## config.mk

```make
export PLATFORM = sky130hd
export DESIGN_NAME = lbs_strobe_gen
export DESIGN_NICKNAME = d
export VERILOG_FILES = /design/src/rtl/lbs_pkg.sv /design/src/rtl/lbs_unmunge.sv /design/src/rtl/lbs_lane_decode.sv /design/src/rtl/lbs_mode_reg.sv /design/src/rtl/lbs_strobe_gen.sv
export SDC_FILE = /design/constraint.sdc
export NUM_CORES = 1
export LEC_CHECK = 0
export ABC_AREA = 1
export CELL_PAD_IN_SITES_DETAIL_PLACEMENT = 0
export CELL_PAD_IN_SITES_GLOBAL_PLACEMENT = 2
export CORE_UTILIZATION = 23
export CTS_CLUSTER_DIAMETER = 50
export DETAILED_ROUTE_END_ITERATION = 10
export PLACE_DENSITY_LB_ADDON = 0.2
export SYNTH_ARGS = -nofsm -noshare
export SYNTH_HDL_FRONTEND = slang
export SYNTH_HIERARCHICAL = 1
export SYNTH_SLANG_ARGS = --single-unit
export TNS_END_PERCENT = 30
```

## constraint.sdc

```tcl
create_clock -name clk_i -period 5.5 [get_ports clk_i]
set_input_delay 1.1 -clock clk_i [delete_from_list [all_inputs] [get_ports clk_i]]
set_output_delay 1.1 -clock clk_i [all_outputs]
set_load 0.005 [all_outputs]
```

## src/rtl/lbs_pkg.sv

```systemverilog
package lbs_pkg;
  typedef enum logic {
    ENDIAN_BIG    = 1'b0,
    ENDIAN_LITTLE = 1'b1
  } endian_e;

  localparam int unsigned MEM_LANES_DEF = 8;
  localparam int unsigned PCI_LANES_DEF = 4;
endpackage

```

## src/rtl/lbs_unmunge.sv

```systemverilog
module lbs_unmunge #(
  parameter int unsigned AW = 3
) (
  input  logic          le_i,
  input  logic [AW-1:0] size_i,
  input  logic [AW-1:0] addr_i,
  output logic [AW-1:0] ua_o,
  output logic [AW:0]   nbytes_o,
  output logic          legal_o
);
  logic [AW-1:0] span;
  logic          size_ok;
  logic          aligned;

  always_comb begin
    size_ok  = (size_i == '0) || $onehot(size_i);
    // size code 0 means full lane width
    span     = (size_i == '0) ? '1 : size_i - AW'(1);
    nbytes_o = (size_i == '0) ? (AW+1)'(1 << AW) : {1'b0, size_i};
    aligned  = (addr_i & span) == '0;
    legal_o  = size_ok && aligned;
    ua_o     = le_i ? (addr_i ^ ~span) : addr_i;
  end
endmodule

```

## src/rtl/lbs_lane_decode.sv

```systemverilog
module lbs_lane_decode #(
  parameter int unsigned N  = 8,
  parameter int unsigned BW = (N > 1) ? $clog2(N) : 1,
  parameter int unsigned CW = BW + 2
) (
  input  logic [BW-1:0] base_i,
  input  logic [CW-1:0] cnt_i,
  output logic [N-1:0]  hit_o
);
  for (genvar k = 0; k < N; k++) begin : g_lane
    localparam int K = k;
    assign hit_o[k] = (K >= int'(base_i)) && (K < int'(base_i) + int'(cnt_i));
  end
endmodule

```

## src/rtl/lbs_mode_reg.sv

```systemverilog
module lbs_mode_reg (
  input  logic clk_i,
  input  logic rst_ni,
  input  logic req_i,
  input  logic cpu_idle_i,
  input  logic pci_idle_i,
  output logic le_o
);
  import lbs_pkg::*;

  logic    req_q;
  endian_e sel_q;

  always_ff @(posedge clk_i or negedge rst_ni) begin
    if (!rst_ni) begin
      req_q <= 1'b0;
      sel_q <= ENDIAN_BIG;
    end else begin
      req_q <= req_i;
      if (cpu_idle_i && pci_idle_i)
        sel_q <= endian_e'(req_q);
    end
  end

  assign le_o = (sel_q == ENDIAN_LITTLE);
endmodule

```

## src/rtl/lbs_strobe_gen.sv

```systemverilog
module lbs_strobe_gen #(
  parameter int unsigned LANES     = lbs_pkg::MEM_LANES_DEF,
  parameter int unsigned PCI_LANES = lbs_pkg::PCI_LANES_DEF
) (
  input  logic                         clk_i,
  input  logic                         rst_ni,
  input  logic                         xfer_valid_i,
  input  logic                         xfer_we_i,
  input  logic                         xfer_pci_i,
  input  logic [$clog2(LANES)-1:0]     xfer_size_i,
  input  logic [$clog2(LANES)-1:0]     xfer_addr_i,
  input  logic                         mode_req_i,
  input  logic                         cpu_idle_i,
  input  logic                         pci_idle_i,
  output logic [LANES-1:0]             col_n_o,
  output logic [PCI_LANES-1:0]         be_n_o,
  output logic                         illegal_o,
  output logic                         le_sel_o
);
  localparam int unsigned AW  = $clog2(LANES);
  localparam int unsigned PAW = $clog2(PCI_LANES);

  logic [AW-1:0]        ua;
  logic [AW:0]          nbytes;
  logic                 legal;
  logic [LANES-1:0]     mem_hit;
  logic [PCI_LANES-1:0] pci_hit;
  logic                 pci_fit;
  logic                 ok;
  logic [LANES-1:0]     col_act;
  logic [PCI_LANES-1:0] be_act;

  lbs_mode_reg u_mode (
    .clk_i      (clk_i),
    .rst_ni     (rst_ni),
    .req_i      (mode_req_i),
    .cpu_idle_i (cpu_idle_i),
    .pci_idle_i (pci_idle_i),
    .le_o       (le_sel_o)
  );

  lbs_unmunge #(.AW(AW)) u_unmunge (
    .le_i     (le_sel_o),
    .size_i   (xfer_size_i),
    .addr_i   (xfer_addr_i),
    .ua_o     (ua),
    .nbytes_o (nbytes),
    .legal_o  (legal)
  );

  lbs_lane_decode #(.N(LANES), .BW(AW), .CW(AW+1)) u_mem_dec (
    .base_i (ua),
    .cnt_i  (nbytes),
    .hit_o  (mem_hit)
  );

  lbs_lane_decode #(.N(PCI_LANES), .BW(PAW), .CW(AW+1)) u_pci_dec (
    .base_i (ua[PAW-1:0]),
    .cnt_i  (nbytes),
    .hit_o  (pci_hit)
  );

  always_comb begin
    pci_fit   = int'(nbytes) <= int'(PCI_LANES);
    ok        = xfer_valid_i && legal && (!xfer_pci_i || pci_fit);
    illegal_o = xfer_valid_i && !ok;
    col_act   = '0;
    be_act    = '0;
    if (ok) begin
      if (xfer_pci_i) be_act  = pci_hit;
      else            col_act = xfer_we_i ? mem_hit : '1;  // reads fetch the whole row
    end
    col_n_o = ~col_act;
    be_n_o  = ~be_act;
  end
endmodule

```

==> flow_metrics.tcl <==
set metrics [dict create \
    status "complete, no violations" \
    synthXorXnorAreaFrac_pct 0 \
    clk_latency_ps 220 \
    ys_seq_area_share_pct 5.97 \
    post-route-period-util_pct 96.2 \
    ioPinCount 28 \
    grt_overflow 0 \
    top_usage_layer "met2" \
    stdcell_count 215 \
    track_usage_pct 11.8 \
    postPlaceCellArea_um2 1210 \
    finalHoldViolCount 0 \
    via_per_inst 4.25 \
    power_leakage_nw 0.615 \
    numCtsBuffers 3 \
    met1_usage_pct 14.5 \
    pre_cts_ws_ps 35.9 \
    syn-num-nets 159 \
    n_antenna_cell 0 \
    worstPathArrival_ps 4190 \
    maxSlewViolCount 0 \
    min_period_ps 5290 \
    antenna_found_initial 0 \
    skew_ps 3.10 \
    synth_mux_area_share_pct 0 \
    path_clk_slew_ps 30 \
    cts_hold_buffers 0 \
    ant_nets 0 \
    synth_edf_count 0 \
    synthAdderAreaFrac_pct 22.1 \
    drive_above_1_share_pct 23.1 \
    drt_iter0_markers 13 \
    max_slew_margin_pct 80.6 \
    r2r_slack_ps 4890 \
    cts.path.max_buffers 2 \
    critPathLaunchType "input pin" \
    synth_compound_area_share_pct 20.9 \
    htree_levels 1 \
    port_buffers 27 \
    stdcell_area_um2 1260 \
    ys_types 23 \
    yosysTopAreaCell "ha_1" \
    yosys.area_share.simple_pct 36.3 \
    dr.pass1.iters 4 \
    whs_endpoint "u_mode/le_o" \
    area_delta_synth_final_pct 50.4 \
    vias 913 \
    multi_input_area_um2 674 \
    irDropWorstVdd_mv 0.0908 \
    reg2reg_from "u_mode/le_o" \
    fin_ws_ps 211 \
    ys.flop_type "dfrtp_1" \
    worstHoldPathCells 2 \
    max-cap-violations 0 \
    worst_pin_slew_ps 291 \
    rows 21 \
    cts_sinks 2 \
    r2r_end "u_mode/le_o" \
    grt_pass1_vias 925 \
    finalSetupViolCount 0 \
    critical_path_class "input pin to output port" \
    yosysWarningCount 6 \
    drc_errors 0 \
    fp.dieArea_um2 3890 \
    final_cell_mix "inv_1 (30), clkdlybuf4s50_1 (26), nand2_1 (26)" \
    netlist_instances 132 \
    met2_usage_pct 21.0 \
    grt_max_degree 10 \
    place_hpwl_mm 1.72 \
    nFillCells 369 \
    cts_tree "yes" \
    grt_pass1_wl_mm 3.77 \
    fmax_mhz 189 \
    critical_path_required_ps 4400 \
    async_reset_ff_share_pct 100 \
    syn_area_per_cell_um2 6.35 \
    synth_top_family_by_area "simple AND/OR/NAND/NOR gates" \
    final_nets 198 \
    die_w_um 62.4 \
    synthesis.area_um2 838 \
    core_um2 3420 \
    seqCellArea_um2 50.0 \
    drt_wl_total_mm 2.03 \
    end_kind "output port" \
    grt_util_met3_pct 1.28 \
    die_y_um 62.4 \
    r2r_cells 2 \
    hp-class "flop to flop" \
    synth_top_cells_by_area "ha_1 (15%), inv_1 (13%), nand2_1 (12%)" \
    synth_top_area_share_pct 14.9 \
    total_power_uw 204 \
    final_common_cell "inv_1" \
    power_density_nw_per_um2 162 \
    min_from "u_mode/le_o" \
    critPathMaxFanout 4 \
    root_buffer "clkbuf_4" \
    wl_per_cell_um 9.46 \
    gp_congestion 0.695 \
    synth-seq-cells 2 \
    dpl.cell_count 210 \
    start_util_pct 24.5 \
]
## sequential cells by signal, summed over array words and instances, names as in the netlist
register and cells:
u_mode/le_o 1, u_mode/req_q 1
## power by group
part           switching (mW)  internal, mW
clock network         0.00851        0.0241
registers            0.000825        0.0161
logic                  0.0861        0.0687
## synth_stat cells (2+ instances only)
| master | n |
|---|---|
| nand2_4 | 2 |
| nand2_1 | 26 |
| o21ai_0 | 12 |
| nor2_4 | 2 |
| a21oi_1 | 2 |
| ha_1 | 10 |
| nor2_1 | 7 |
| fa_1 | 3 |
| a21oi_2 | 8 |
| o21ai_1 | 2 |
| dfrtp_1 | 2 |
| nand3_1 | 8 |
| nand4_1 | 4 |
| inv_2 | 2 |
| inv_1 | 30 |
| nand2_2 | 5 |
## worst max-delay path by stage
stage / from / slack (ps) / to / cells after the start
2_1_floorplan: xfer_size_i[1] / 840 / be_n_o[0] / 14
3_3_place_gp: xfer_size_i[0] / 90 / be_n_o[2] / 17
3_5_place_dp: xfer_size_i[0] / 40 / be_n_o[0] / 18
4_1_cts: xfer_size_i[0] / 40 / be_n_o[0] / 18
5_1_grt: xfer_size_i[0] / -3 / col_n_o[0] / 17
6_report: xfer_size_i[0] / 210 / be_n_o[1] / 17
## cell families after synthesis
| kind of cell | after synthesis |
|---|---|
| adder cells (fa/ha/maj) | 13 |
| AO/OA/AOI/OAI | 26 |
| flip-flops | 2 |
| buffers and inverters | 33 |
| AND/OR/NAND/NOR | 58 |
## critical path, cell delays in order
cell	delay (ps)
clkdlybuf4s50_1	490
inv_1	70
ha_1	220
nand2_4	90
nand2_2	60
ha_1	280
o21ai_2	160
buf_6	130
ha_1	160
inv_1	50
fa_1	430
a21oi_4	180
nand3_1	90
nand2_1	60
inv_1	40
nand4_1	70
clkdlybuf4s50_1	510
## stage by stage
stage                     hold WS [ps]  TNS [ps]  util, %
final                              502         0     36.9
after global routing               546     -2.79     36.9
after CTS                          507         0     36.0
after detailed placement           498         0     35.3
after global placement             493         0     35.3
after floorplan                    455         0        -
## per-layer routing
metal	routed length [um]	part of all wire, %	vias up
met4	0	0	0
met2	941	46	17
li1	-	-	492
met3	49	2.4	0
met5	0	0	-
met1	1040	51	404
## area by class of cell
| type | count | area share, % |
|---|---|---|
| Timing Repair Buffer | 35 | 26.7 |
| Inverter | 32 | 9.52 |
| Sequential cell | 2 | 3.97 |
| Multi-Input combinational cell | 97 | 53.5 |
| Clock buffer | 3 | 1.79 |
| Tap cell | 46 | 4.56 |
## timing repair
item                                    CTS  global route
setup buffers                             0             2
gates resized for setup                   0             9
endpoints found under the setup margin    0            12
No activity file was read; power rests on OpenSTA's default activity.
